File: config.mk
export PLATFORM = sky130hd
export DESIGN_NAME = ec_mode_seq
export DESIGN_NICKNAME = d
export VERILOG_FILES = /design/src/rtl/ec_seq_pkg.sv /design/src/rtl/ec_pd_guard.sv /design/src/rtl/ec_blank_cnt.sv /design/src/rtl/ec_mode_latch.sv /design/src/rtl/ec_coef_clear.sv /design/src/rtl/ec_mode_seq.sv
export SDC_FILE = /design/constraint.sdc
export NUM_CORES = 1
export LEC_CHECK = 0
export BUFFER_PORTS_ARGS = -buffer_cell sky130_fd_sc_hd__buf_2
export CAP_MARGIN = 20
export CORE_MARGIN = 5
export CORE_UTILIZATION = 55
export DETAILED_ROUTE_END_ITERATION = 10
export GPL_TIMING_DRIVEN = 0
export PLACE_DENSITY_LB_ADDON = 0.1
export SKIP_CTS_REPAIR_TIMING = 1
export SYNTH_ARGS = -nofsm -noshare
export SYNTH_HDL_FRONTEND = slang
export SYNTH_HIERARCHICAL = 1
export SYNTH_SLANG_ARGS = --single-unit
File: constraint.sdc
create_clock -name clk_i -period 5 [get_ports clk_i]
set_input_delay 0.25 -clock clk_i [delete_from_list [all_inputs] [get_ports clk_i]]
set_output_delay 0.25 -clock clk_i [all_outputs]
set_load 0.02 [all_outputs]
File: src/rtl/ec_seq_pkg.sv
package ec_seq_pkg;
  typedef struct packed {
    logic thru;
    logic frz;
  } mode_t;
endpackage

File: src/rtl/ec_pd_guard.sv
module ec_pd_guard #(
  parameter int SYNC_STAGES = 2
) (
  input  logic clk_i,
  input  logic rst_ni,
  input  logic pd_ni,
  output logic pd_hold_o,
  output logic gen_run_o,
  output logic ser_oe_o
);
  logic [SYNC_STAGES-1:0] sync_q;
  logic pd_act;
  logic pd_lat_q, gen_q, oe_q;

  for (genvar s = 0; s < SYNC_STAGES; s++) begin : g_sync
    if (s == 0) begin : g_first
      always_ff @(posedge clk_i or negedge rst_ni)
        if (!rst_ni) sync_q[s] <= 1'b1;
        else         sync_q[s] <= pd_ni;
    end else begin : g_next
      always_ff @(posedge clk_i or negedge rst_ni)
        if (!rst_ni) sync_q[s] <= 1'b1;
        else         sync_q[s] <= sync_q[s-1];
    end
  end

  assign pd_act = ~sync_q[SYNC_STAGES-1];

  // power-down is remembered until the next reset
  always_ff @(posedge clk_i or negedge rst_ni) begin
    if (!rst_ni) begin
      pd_lat_q <= 1'b0;
      gen_q    <= 1'b1;
      oe_q     <= 1'b0;
    end else begin
      if (pd_act) pd_lat_q <= 1'b1;
      gen_q <= ~pd_act;
      oe_q  <= ~pd_act & ~pd_lat_q;
    end
  end

  assign pd_hold_o = pd_lat_q | pd_act;
  assign gen_run_o = gen_q;
  assign ser_oe_o  = oe_q;
endmodule

File: src/rtl/ec_blank_cnt.sv
module ec_blank_cnt #(
  parameter int BLANK_FRAMES = 800
) (
  input  logic clk_i,
  input  logic rst_ni,
  input  logic tick_i,
  output logic done_o
);
  localparam int CW = $clog2(BLANK_FRAMES + 1);
  localparam logic [CW-1:0] END_CNT = CW'(BLANK_FRAMES);

  logic [CW-1:0] cnt_q;

  always_ff @(posedge clk_i or negedge rst_ni)
    if (!rst_ni)                        cnt_q <= '0;
    else if (tick_i && cnt_q != END_CNT) cnt_q <= cnt_q + CW'(1);

  assign done_o = (cnt_q == END_CNT);
endmodule

File: src/rtl/ec_mode_latch.sv
module ec_mode_latch
  import ec_seq_pkg::*;
(
  input  logic  clk_i,
  input  logic  rst_ni,
  input  logic  sample_i,
  input  mode_t pins_i,
  output mode_t mode_o,
  output logic  thru_entry_o
);
  mode_t mode_q;

  always_ff @(posedge clk_i or negedge rst_ni)
    if (!rst_ni)       mode_q <= '0;
    else if (sample_i) mode_q <= pins_i;

  assign thru_entry_o = sample_i & pins_i.thru & ~mode_q.thru;
  assign mode_o       = mode_q;
endmodule

File: src/rtl/ec_coef_clear.sv
module ec_coef_clear #(
  parameter int NUM_COEF = 64,
  localparam int AW = (NUM_COEF > 1) ? $clog2(NUM_COEF) : 1
) (
  input  logic          clk_i,
  input  logic          rst_ni,
  input  logic          trig_i,
  output logic          pulse_o,
  output logic [AW-1:0] addr_o
);
  localparam logic [AW-1:0] LAST = AW'(NUM_COEF - 1);

  logic          init_q, busy_q;
  logic [AW-1:0] addr_q;

  // init_q fires one sweep on the first edge out of reset
  always_ff @(posedge clk_i or negedge rst_ni) begin
    if (!rst_ni) begin
      init_q <= 1'b1;
      busy_q <= 1'b0;
      addr_q <= '0;
    end else begin
      init_q <= 1'b0;
      if (init_q || trig_i) begin
        busy_q <= 1'b1;
        addr_q <= '0;
      end else if (busy_q) begin
        if (addr_q == LAST) busy_q <= 1'b0;
        else                addr_q <= addr_q + AW'(1);
      end
    end
  end

  assign pulse_o = busy_q;
  assign addr_o  = addr_q;
endmodule

File: src/rtl/ec_mode_seq.sv
module ec_mode_seq
  import ec_seq_pkg::*;
#(
  parameter int BLANK_FRAMES = 800,
  parameter int NUM_COEF     = 64,
  parameter int SYNC_STAGES  = 2,
  localparam int AW = (NUM_COEF > 1) ? $clog2(NUM_COEF) : 1
) (
  input  logic          clk_i,
  input  logic          rst_ni,
  input  logic          pd_ni,
  input  logic          frame_sync_i,
  input  logic          thru_pin_i,
  input  logic          freeze_pin_i,
  output logic          ser_oe_o,
  output logic          gen_run_o,
  output logic          thru_o,
  output logic          freeze_o,
  output logic          clr_pulse_o,
  output logic [AW-1:0] clr_addr_o,
  output logic          in_accept_o,
  output logic          active_o
);
  logic  pd_hold, blank_done, frame_ok, thru_entry;
  mode_t pins, mode;

  ec_pd_guard #(.SYNC_STAGES(SYNC_STAGES)) u_pd (
    .clk_i, .rst_ni, .pd_ni,
    .pd_hold_o (pd_hold),
    .gen_run_o (gen_run_o),
    .ser_oe_o  (ser_oe_o)
  );

  assign frame_ok = frame_sync_i & ~pd_hold;

  ec_blank_cnt #(.BLANK_FRAMES(BLANK_FRAMES)) u_blank (
    .clk_i, .rst_ni,
    .tick_i (frame_ok),
    .done_o (blank_done)
  );

  assign pins.thru = thru_pin_i;
  assign pins.frz  = freeze_pin_i;

  ec_mode_latch u_mode (
    .clk_i, .rst_ni,
    .sample_i     (frame_ok),
    .pins_i       (pins),
    .mode_o       (mode),
    .thru_entry_o (thru_entry)
  );

  ec_coef_clear #(.NUM_COEF(NUM_COEF)) u_clr (
    .clk_i, .rst_ni,
    .trig_i  (thru_entry),
    .pulse_o (clr_pulse_o),
    .addr_o  (clr_addr_o)
  );

  assign thru_o      = mode.thru;
  assign freeze_o    = mode.frz;
  assign in_accept_o = blank_done & ~pd_hold;
  assign active_o    = in_accept_o & ~mode.thru;
endmodule

==> results.py <==
metrics = {
    "run_status": {
        "outcome": "complete, no violations",
    },
    "drt": {
        "drt-vias-per-instance": 5.46,
        "antenna_left": 0,
        "drt_first_iter_violations": 7,
        "wl_per_cell_um": 13.3,
        "drc": 0,
        "dr.pass1.iters": 4,
        "routed_wl_mm": 1.97,
        "vias": 808,
    },
    "floorplanning": {
        "core_area_mm2": 0.00200,
        "floorplan.die_area_mm2": 0.00317,
        "dieWidth_um": 56.3,
        "num_rows": 16,
        "die_h_um": 56.3,
        "start_util_pct": 59.0,
        "ioPinCount": 19,
    },
    "synth": {
        "synthTopCellsByArea": "dfrtp_1, dfstp_2, xnor2_1",
        "synth.top_cells.by_count": "dfrtp_1, nand2_1, xnor2_1",
        "synth.distinct_cells": 40,
        "synth_top_area_share_pct": 44.5,
        "synth_seq_cells": 25,
        "ys_async_sr_fraction_pct": 100,
        "synth.cell_area_mm2": 0.00118,
        "ys_warn_count": 6,
        "postSynthAreaPerCell_um2": 12.2,
        "syn-num-nets": 106,
        "yosysTopAreaCell": "dfrtp_1",
        "yosysMostFrequentCell": "dfrtp_1",
        "synth_edf_count": 0,
        "netlist_instances": 97,
        "ys.flop_type": "dfrtp_1",
        "ys_seq_area_share_pct": 53.4,
    },
    "grt": {
        "grt_max_degree": 26,
        "grt_overflow_total": 0,
        "grt_usage_pct": 14.1,
        "antenna_found_initial": 0,
        "grt_pass1_vias": 802,
        "grt_pass1_wl_mm": 3.51,
    },
    "timing": {
        "tightest_slew_ns": 0.772,
        "fmax_mhz": 461,
        "setup_viol": 0,
        "fin_crit_sh_pct": 43.4,
        "fin_skew_ns": 0.00840,
        "slew_violations": 0,
        "period_minus_slack_ns": 2.17,
        "fin_setup_tns_ns": 0,
        "maxSlewHeadroom_pct": 48.5,
        "rsz0062_at_grt": "false",
        "hold_viol": 0,
    },
    "place": {
        "dpl.hpwl_mm": 1.47,
        "dp_cells": 142,
        "port_buffers": 18,
        "place.gp.congestion": 0.777,
    },
    "critical_path": {
        "critPathCapture": "active_o",
        "cp-start-kind": "register",
        "worstSetupEndpointType": "output port",
        "critPathArrivalTime_ns": 1.92,
        "reg2reg_depth": 6,
        "rr_endpoint": "u_clr/addr_o[4]$_DFFE_PN0P_",
        "worstPathCellList": "inv_1 > ha_1 > nand4_4 > nor4_1 > nor3b_2 > buf_2",
        "crit_start": "u_blank/cnt_q[0]$_DFFE_PN0P_",
        "r2r-start": "u_pd/sync_q[1]$_DFF_PN1_",
        "reg2reg_slack_ns": 2.97,
        "criticalPathCategory": "reg2out",
        "cp_slowest_cell": "dfrtp_1",
        "worst_path_largest_cell_delay_ns": 0.48,
        "cp.required_ns": 4.75,
        "path_max_fanout": 6,
    },
    "clock_tree": {
        "cts_buffers": 3,
        "h-tree-depth": 1,
        "cts_root_buf": "clkbuf_4",
        "cts_sinks": 25,
        "clk_path_buf_depth": 2,
        "clk_latency_ns": 0.31,
        "cts_tree": "done",
        "clk_pin_slew_ns": 0.14,
    },
    "cells_and_area": {
        "finish.utilization_pct": 67.6,
        "fin_cells": 148,
        "fillers": 167,
        "multi_input_area_um2": 536,
        "register_area_um2": 631,
        "area.growth.synth_to_final_pct": 14.5,
        "drive_gt1_share_pct": 32.2,
        "antenna_cells": 0,
        "nets": 131,
    },
    "power": {
        "p_per_area_mw_per_mm2": 238,
        "total_power_mw": 0.321,
        "leakagePower_nw": 0.647,
        "peakVddDrop_mv": 0.179,
    },
    "run": {
        "drv_cap": 0,
    },
    "min_path": {
        "worstHoldPathType": "in2reg",
    },
}
-- metrics by stage --
stage | cell area [um2] | setup slack (ns) | hold WS (ns)
after global placement | 1310 | 3.00 | 0.264
after global routing | 1350 | 2.67 | 0.155
after floorplan | 1180 | 3.27 | -0.0456
after CTS | 1330 | 2.80 | -0.0995
final | 1350 | 2.83 | 0.164
after detailed placement | 1310 | 2.99 | 0.267
-- layout by cell type (no fill, tap or decap), types with 2 or more instances in the layout --
cell type / count
dfrtp_1: 21
buf_2: 18
nand2_1: 8
xnor2_1: 5
inv_1: 4
nand3_1: 4
nor3_1: 4
dfstp_2: 4
nor2b_1: 3
clkbuf_4: 3
xor2_1: 3
nand4_1: 3
ha_1: 3
nand2b_1: 3
dlygate4sd3_1: 2
nor4_1: 2
a21oi_1: 2
mux2i_1: 2
mux2_2: 2
-- sequential cells by signal, indices dropped and copies added, names as in the netlist --
signal,count
u_blank/cnt_q,10
u_clr/addr_o,6
u_mode/mode_o,2
u_pd/sync_q,2
u_clr/init_q,1
u_clr/pulse_o,1
u_pd/gen_run_o,1
u_pd/pd_lat_q,1
u_pd/ser_oe_o,1
-- power breakdown --
part | total [mW] | internal [mW] | switching (mW)
clock network | 0.0882 | 0.0299 | 0.0583
logic | 0.0213 | 0.00789 | 0.0134
registers | 0.212 | 0.208 | 0.00382
-- cell families after synthesis --
logic type	share of synthesized area [%]
xor gates and xnor gates	5.93
buffers and inverters	1.27
other	0.317
and+or+nand+nor	23.2
muxes	4.87
DFF	53.4
AOI/OAI and AO/OA	7.84
adders and majority gates	3.18
-- layout make-up --
type,instances,share of cell area [%]
inverters,4,1.11
clock inverters,1,0.370
repair buffers,20,8.14
clock buffers,3,1.67
flip-flops and latches,25,46.6
multi-input cells,68,39.6
well taps,27,2.50
-- critical path, delay by kind of cell, from the launching register on --
kind	cells	cell delay (ns)
buffers and inverters	2	0.27
AND/OR/NAND/NOR	3	0.67
adder cells (fa/ha/maj)	1	0.18
flip-flops	1	0.48
-- per-layer routing --
layer	up-vias	part of all wire, %	wire length [um]	global-route usage [%]
li1	396	-	-	-
met1	394	47	932	18.7
met2	14	47	925	22.4
met5	-	0	0	0
met3	4	4.0	79	2.75
met4	0	1.8	36	6.10
-- worst min path at each step --
stage / startpoint / depth (start not counted) / to / slack (ns)
2_1_floorplan: rst_ni / 0 / u_blank/cnt_q[0]$_DFFE_PN0P_ / -0.05
3_3_place_gp: rst_ni / 1 / u_clr/addr_o[2]$_DFFE_PN0P_ / 0.26
3_5_place_dp: rst_ni / 1 / u_clr/addr_o[2]$_DFFE_PN0P_ / 0.27
4_1_cts: rst_ni / 1 / u_clr/addr_o[2]$_DFFE_PN0P_ / -0.1
5_1_grt: thru_pin_i / 2 / u_mode/mode_o[1]$_DFFE_PN0P_ / 0.16
6_report: freeze_pin_i / 2 / u_mode/mode_o[0]$_DFFE_PN0P_ / 0.16
Note: power is estimated with default switching activity, not from simulation.
